**config.mk**
```make
export PLATFORM = sky130hd
export DESIGN_NAME = lcd_fsync_gen
export DESIGN_NICKNAME = d
export VERILOG_FILES = /design/src/rtl/lcd_fsync_pkg.sv /design/src/rtl/lcd_fsync_regs.sv /design/src/rtl/lcd_fsync_hdiv.sv /design/src/rtl/lcd_fsync_vgen.sv /design/src/rtl/lcd_fsync_gen.sv
export SDC_FILE = /design/constraint.sdc
export NUM_CORES = 1
export LEC_CHECK = 0
export ABC_AREA = 1
export ABC_CLOCK_PERIOD_IN_PS = 6200
export BUFFER_PORTS_ARGS = -buffer_cell sky130_fd_sc_hd__buf_2
export CAP_MARGIN = 5
export CORE_MARGIN = 5
export CORE_UTILIZATION = 65
export DETAILED_ROUTE_END_ITERATION = 7
export GPL_ROUTABILITY_DRIVEN = 0
export PLACE_DENSITY_LB_ADDON = 0.12
export SLEW_MARGIN = 15
export SYNTH_ARGS = -nofsm -noshare
export SYNTH_HDL_FRONTEND = slang
export SYNTH_SLANG_ARGS = --single-unit
export TNS_END_PERCENT = 100
```
**constraint.sdc**
```tcl
create_clock -name clk -period 6.2 [get_ports clk]
set_input_delay 1.86 -clock clk [delete_from_list [all_inputs] [get_ports clk]]
set_output_delay 1.86 -clock clk [all_outputs]
set_load 0.05 [all_outputs]
```
**src/rtl/lcd_fsync_pkg.sv**
```systemverilog
package lcd_fsync_pkg;

  localparam int REG_ADDR_W = 3;

  localparam logic [REG_ADDR_W-1:0] A_CTRL  = 3'd0;
  localparam logic [REG_ADDR_W-1:0] A_LH_LO = 3'd1;
  localparam logic [REG_ADDR_W-1:0] A_LH_HI = 3'd2;
  localparam logic [REG_ADDR_W-1:0] A_LV_LO = 3'd3;
  localparam logic [REG_ADDR_W-1:0] A_LV_HI = 3'd4;

  typedef enum logic [1:0] {
    VW_ONE   = 2'b00,
    VW_TWO   = 2'b01,
    VW_THREE = 2'b10,
    VW_RSVD  = 2'b11
  } vwidth_e;

  typedef struct packed {
    vwidth_e wcode;
    logic    pol;
  } ctrl_t;

  // Active sync width in lines; the reserved code falls back to one line.
  function automatic logic [1:0] width_lines(vwidth_e c);
    case (c)
      VW_TWO:   return 2'd2;
      VW_THREE: return 2'd3;
      default:  return 2'd1;
    endcase
  endfunction

endpackage

```
**src/rtl/lcd_fsync_regs.sv**
```systemverilog
module lcd_fsync_regs
  import lcd_fsync_pkg::*;
#(
  parameter int DATA_W = 8,
  parameter int LH_W   = 16,
  parameter int LV_W   = 10
) (
  input  logic                  clk,
  input  logic                  rst,
  input  logic                  wr_en,
  input  logic [REG_ADDR_W-1:0] wr_addr,
  input  logic [DATA_W-1:0]     wr_data,
  output ctrl_t                 cfg_ctrl,
  output logic [LH_W-1:0]       cfg_lh,
  output logic [LV_W-1:0]       cfg_lv
);

  localparam int LH_HI = LH_W - DATA_W;
  localparam int LV_HI = LV_W - DATA_W;

  always_ff @(posedge clk) begin
    if (rst) begin
      cfg_ctrl <= '0;
      cfg_lh   <= '0;
      cfg_lv   <= '0;
    end else if (wr_en) begin
      case (wr_addr)
        A_CTRL: begin
          cfg_ctrl.wcode <= vwidth_e'(wr_data[1:0]);
          cfg_ctrl.pol   <= wr_data[2];
        end
        A_LH_LO: cfg_lh[DATA_W-1:0]    <= wr_data;
        A_LH_HI: cfg_lh[LH_W-1:DATA_W] <= wr_data[LH_HI-1:0];
        A_LV_LO: cfg_lv[DATA_W-1:0]    <= wr_data;
        A_LV_HI: cfg_lv[LV_W-1:DATA_W] <= wr_data[LV_HI-1:0];
        default: ;
      endcase
    end
  end

endmodule

```
**src/rtl/lcd_fsync_hdiv.sv**
```systemverilog
module lcd_fsync_hdiv #(
  parameter int LH_W = 16
) (
  input  logic            clk,
  input  logic            rst,
  input  logic            pix_en,
  input  logic [LH_W-1:0] lh_limit,
  output logic            line_end,
  output logic            hsync_tick
);

  logic [LH_W-1:0] hcnt;

  assign line_end = pix_en && (hcnt == lh_limit);

  always_ff @(posedge clk) begin
    if (rst) begin
      hcnt       <= '0;
      hsync_tick <= 1'b0;
    end else begin
      hsync_tick <= line_end;
      if (pix_en) begin
        if (line_end) hcnt <= '0;
        else          hcnt <= hcnt + 1'b1;
      end
    end
  end

endmodule

```
**src/rtl/lcd_fsync_vgen.sv**
```systemverilog
module lcd_fsync_vgen
  import lcd_fsync_pkg::*;
#(
  parameter int LH_W = 16,
  parameter int LV_W = 10
) (
  input  logic            clk,
  input  logic            rst,
  input  logic            line_end,
  input  ctrl_t           cfg_ctrl,
  input  logic [LH_W-1:0] cfg_lh,
  input  logic [LV_W-1:0] cfg_lv,
  output logic [LH_W-1:0] lh_act,
  output logic [LV_W-1:0] lv_act,
  output logic            pol_act,
  output logic [LV_W-1:0] vcnt,
  output logic            vsync,
  output logic            frame_start
);

  vwidth_e         wcode_act;
  logic            wrap;
  logic [LV_W-1:0] vcnt_nx;
  vwidth_e         wcode_nx;
  logic            pol_nx;
  logic [1:0]      width_nx;
  logic            active_nx;

  always_comb begin
    wrap      = (vcnt == lv_act);
    vcnt_nx   = wrap ? '0 : vcnt + 1'b1;
    wcode_nx  = wrap ? cfg_ctrl.wcode : wcode_act;
    pol_nx    = wrap ? cfg_ctrl.pol : pol_act;
    width_nx  = width_lines(wcode_nx);
    active_nx = (vcnt_nx < {{(LV_W-2){1'b0}}, width_nx});
  end

  always_ff @(posedge clk) begin
    if (rst) begin
      vcnt        <= '0;
      lv_act      <= '0;
      lh_act      <= '0;
      wcode_act   <= VW_ONE;
      pol_act     <= 1'b0;
      vsync       <= 1'b0;
      frame_start <= 1'b0;
    end else begin
      frame_start <= line_end && wrap;
      if (line_end) begin
        vcnt  <= vcnt_nx;
        vsync <= active_nx ^ pol_nx;
        if (wrap) begin
          lv_act    <= cfg_lv;
          lh_act    <= cfg_lh;
          wcode_act <= cfg_ctrl.wcode;
          pol_act   <= cfg_ctrl.pol;
        end
      end
    end
  end

endmodule

```
**src/rtl/lcd_fsync_gen.sv**
```systemverilog
module lcd_fsync_gen
  import lcd_fsync_pkg::*;
#(
  parameter int DATA_W = 8,
  parameter int LH_W   = 16,
  parameter int LV_W   = 10
) (
  input  logic                  clk,
  input  logic                  rst,
  input  logic                  pix_en,
  input  logic                  wr_en,
  input  logic [REG_ADDR_W-1:0] wr_addr,
  input  logic [DATA_W-1:0]     wr_data,
  output logic                  hsync_tick,
  output logic                  vsync,
  output logic                  frame_start
);

  ctrl_t           cfg_ctrl;
  logic [LH_W-1:0] cfg_lh;
  logic [LV_W-1:0] cfg_lv;
  logic [LH_W-1:0] lh_act;
  logic [LV_W-1:0] lv_act;
  logic            pol_act;
  logic [LV_W-1:0] vcnt;
  logic            line_end;

  lcd_fsync_regs #(.DATA_W(DATA_W), .LH_W(LH_W), .LV_W(LV_W)) u_regs (
    .clk      (clk),
    .rst      (rst),
    .wr_en    (wr_en),
    .wr_addr  (wr_addr),
    .wr_data  (wr_data),
    .cfg_ctrl (cfg_ctrl),
    .cfg_lh   (cfg_lh),
    .cfg_lv   (cfg_lv)
  );

  lcd_fsync_hdiv #(.LH_W(LH_W)) u_hdiv (
    .clk        (clk),
    .rst        (rst),
    .pix_en     (pix_en),
    .lh_limit   (lh_act),
    .line_end   (line_end),
    .hsync_tick (hsync_tick)
  );

  lcd_fsync_vgen #(.LH_W(LH_W), .LV_W(LV_W)) u_vgen (
    .clk         (clk),
    .rst         (rst),
    .line_end    (line_end),
    .cfg_ctrl    (cfg_ctrl),
    .cfg_lh      (cfg_lh),
    .cfg_lv      (cfg_lv),
    .lh_act      (lh_act),
    .lv_act      (lv_act),
    .pol_act     (pol_act),
    .vcnt        (vcnt),
    .vsync       (vsync),
    .frame_start (frame_start)
  );

endmodule

```
==> results <==
- The capturing element type of the critical path is a flip-flop.
- The run finished with clean final reports.
- During I/O placement, the number of pins put on the boundary was 18.
- For this design, the slowest cell found on the critical path is sky130_fd_sc_hd__nand4_4.
- From bottom edge to top edge, the die measures 89.4 microns.
- The critical path goes through buf_2, nand2_1, nor2_1, nand3_1, nor2_4, nand4_4, o21ai_0, a21oi_1.
- The library cell used most frequently in the layout, excluding fill and tap cells, is sky130_fd_sc_hd__nand2_1.
- The number of antenna-violating nets in the routed design is 0.
- Clock tree synthesis selected as its root buffer the cell sky130_fd_sc_hd__clkbuf_8.
- After synthesis, the netlist uses 40 different library cells.
- The first global-routing pass estimated 14500 microns of wire.
- The effective utilization at floorplan is 0.656.
- Using the TritonRoute via totals, the vias-per-cell ratio works out to 5.38.
- The signal arrival time at the worst endpoint is 3.64 ns.
- The worst-skew pair later-pin latency is 0.35 ns.
- Entering global routing, the biggest net connects 64 pins.
- Timing analysis after detailed placement gives a worst setup slack of 2.45 ns.
- The hold-critical path depth is 2.
- TritonCTS built the clock tree.
- Synthesis produced a netlist with a net count of 568.
- The path class of the lowest-slack min-delay path is reg -> reg.
- In the routed design, unresolved DRC markers number 0.
- The number of port buffers is 17.
- The leakage power summed over all cells is 1.82 nW.
- In this run the horizontal extent of the chip is 89.4 microns.
- The transition at the pin with the smallest max-transition slack is 0.869 ns.
- Along the worst path, the maximum fanout reaches 55.
- The core area is 6240 sq um.
- Counting I/O delays and the setup requirement, the final critical path takes 3.42 ns.
- Max-cap violations in this run came to 0.
- For the worst setup path, the data required time is 6.41 ns.
- The number of buffers added by the clock tree synthesis step is 9.
- After clock tree synthesis, the clock-pin slew on the worst setup and hold paths is 0.09 ns.
- The length of the first detailed-routing pass in iterations is 5.
- The met2 track demand over resource is 0.347.
- The overall die area is 7990 sq um.
- The summed instance area of the synthesized netlist is 4100 sq um.
- The share of synthesized registers carrying an async set or reset is 0.
- The initial antenna violation count is 0.
- The headroom to the max-slew limit is 0.420.
- The fraction of layout cells with a size suffix above 1 is 0.148.
- The worst-case setup margin in the final layout is 2.78 ns.
- The power density of the placed cells is 349 nW/um^2.
- The met1 usage in global routing is 0.335.
- Setup slack on the worst reg-to-reg path comes out at 3.69 ns.
- Setup repair after global routing left no endpoint under its margin.
- The warning count from the yosys run is 0.
- The count of hold buffers inserted by post-cts repair is 0.
- Counting every sink on the clock net gives 87.
- The critical path class is in -> reg.
- For this run, global-route usage on met3 was measured as 0.0359.
- A synthesized cell averages 7.46 sq um.
- Derived from the worst setup path, the maximum achievable clock frequency is 0.292 GHz.
- The global-route usage over all layers is 0.232.
- VDD sags by at most 0.206 mV.
- Counting flops and latches in the post-synthesis netlist gives 87.
- Setup violations remaining at the end of the flow were counted as 0.
- The post-synthesis cell count is 549.
- The detailed router finished its first iteration with 204 violations.
- From synthesis to final layout, the design area changed by 6.51%.
- The initialized floorplan defines 29 standard-cell rows.
- The setup TNS is 0 ns.
- After the last flow step, the layout net total stands at 581.
- The final setup skew is 0.00844 ns.
- Post-CTS repair changed the size of 0 cells.
- Dividing the final minimum period by the clock period gives 0.552.
- The average routed wire per standard cell is 13.1 microns.
- The number of flops mapped to enable cells by yosys is 0.
- The number of setup buffers added after CTS is 0.
- The number of H-tree levels is 3.
- The number of hold violations in the final report is 0.
- Final hold analysis gives a worst-case slack of 0.447 ns.
- Once detailed placement completed, the half-perimeter wirelength came to 6090 microns.
- The sequential element share of the synthesized area is 0.425.
- The total global routing overflow is 0.
- The final wirelength is 8420 microns.
- Among all flip-flop cells after synthesis, the most frequent one is sky130_fd_sc_hd__dfxtp_1.
- The antenna diode instance count is 0.
- The launching element type of the critical path is an input pin.
- Counting along the longest clock path gives a buffer depth of 2.
- For the worst flop-to-flop path, the logic depth is 9.
- The most utilized layer in the global route result is met2.
- The number of global-route vias before repair is 3132.
- The number of pins with negative max-slew slack in the final report is 0.
- Across all layers, the routed design uses 3467 vias.
- The library cells used most frequently in the layout, excluding fill and tap cells, are sky130_fd_sc_hd__nand2_1 (89), sky130_fd_sc_hd__dfxtp_1 (87), sky130_fd_sc_hd__nor2_1 (75), sky130_fd_sc_hd__inv_1 (63), sky130_fd_sc_hd__o21ai_0 (46).
- The stage delay of the slowest cell on the critical path is 0.66 ns.
cell type report:
class | count | area, sq um
clock inverters | 5 | 41.3
inverters | 78 | 293
well taps | 77 | 96.3
multi-input cells | 368 | 1960
repair buffers | 18 | 92.6
clock buffers | 11 | 141
fillers | 562 | 1880
flip-flops and latches | 87 | 1740
final timing paths:
check                                 startpoint               end
worst max register to register    u_vgen.vcnt[6]  u_vgen.lv_act[9]
worst max-delay path                      pix_en  u_vgen.lv_act[9]
worst min register to register  u_regs.cfg_lv[1]  u_regs.cfg_lv[1]
worst min-delay path            u_regs.cfg_lv[1]  u_regs.cfg_lv[1]
cells by family after synthesis:
group	Yosys count	synth area share
flops	87	0.425
simple gates	221	0.250
mux	1	0.00244
xor+xnor	18	0.0385
fa+ha+maj	4	0.0122
compound gates	124	0.174
buf+inv	94	0.0971
synthesized netlist by cell type (4+ instances only):
master / number / share of area
sky130_fd_sc_hd__a21oi_1: 23 / 0.028
sky130_fd_sc_hd__inv_1: 63 / 0.058
sky130_fd_sc_hd__nand2_1: 89 / 0.082
sky130_fd_sc_hd__buf_6: 5 / 0.014
sky130_fd_sc_hd__nor3_1: 4 / 0.0049
sky130_fd_sc_hd__nand4_1: 5 / 0.0076
sky130_fd_sc_hd__ha_1: 4 / 0.012
sky130_fd_sc_hd__clkbuf_1: 7 / 0.0064
sky130_fd_sc_hd__nand3_1: 27 / 0.033
sky130_fd_sc_hd__a21oi_2: 18 / 0.038
sky130_fd_sc_hd__o21ai_0: 46 / 0.056
sky130_fd_sc_hd__o21ai_1: 26 / 0.032
sky130_fd_sc_hd__nor2_2: 4 / 0.0061
sky130_fd_sc_hd__dfxtp_1: 87 / 0.43
sky130_fd_sc_hd__xor2_1: 13 / 0.028
sky130_fd_sc_hd__nor2_1: 75 / 0.069
sky130_fd_sc_hd__xnor2_1: 5 / 0.011
sky130_fd_sc_hd__inv_2: 14 / 0.013
state kept, by name, summed over array words and instances, names as in the netlist, 2 cells and up:
name	count
u_regs.cfg_ctrl	3
u_vgen.vcnt	10
u_regs.cfg_lh	16
u_regs.cfg_lv	10
u_vgen.lv_act	10
u_vgen.lh_act	16
u_vgen.wcode_act	2
u_hdiv.hcnt	16
power breakdown:
group          switching, mW  total [mW]  leakage (nW)  internal [mW]
registers             0.0360       0.651         0.706          0.615
logic                  0.346       0.505          1.02          0.159
clock network          0.205       0.366        0.0918          0.161
worst max-delay path, delay by kind of cell:
family                 cells  cell delay [ns]
AO/OA/AOI/OAI              2             0.53
buffers and inverters      1             0.13
AND/OR/NAND/NOR            5             1.10
metal layers:
layer	vias up	routed length, microns
li1	1790	-
met1	1567	4250
met2	98	3620
met3	12	421
met4	0	126
met5	-	0
through the flow:
step                      utilization  cell area, sq um  power [mW]  std cells
after floorplan                     -              4100        1.11        549
after global placement          0.670              4180        1.15        628
after detailed placement        0.670              4180        1.17        628
after CTS                       0.699              4360        1.53        644
after global routing            0.699              4360        1.62        644
final                           0.699              4360        1.52        644
(Power assumes the default switching activity.)
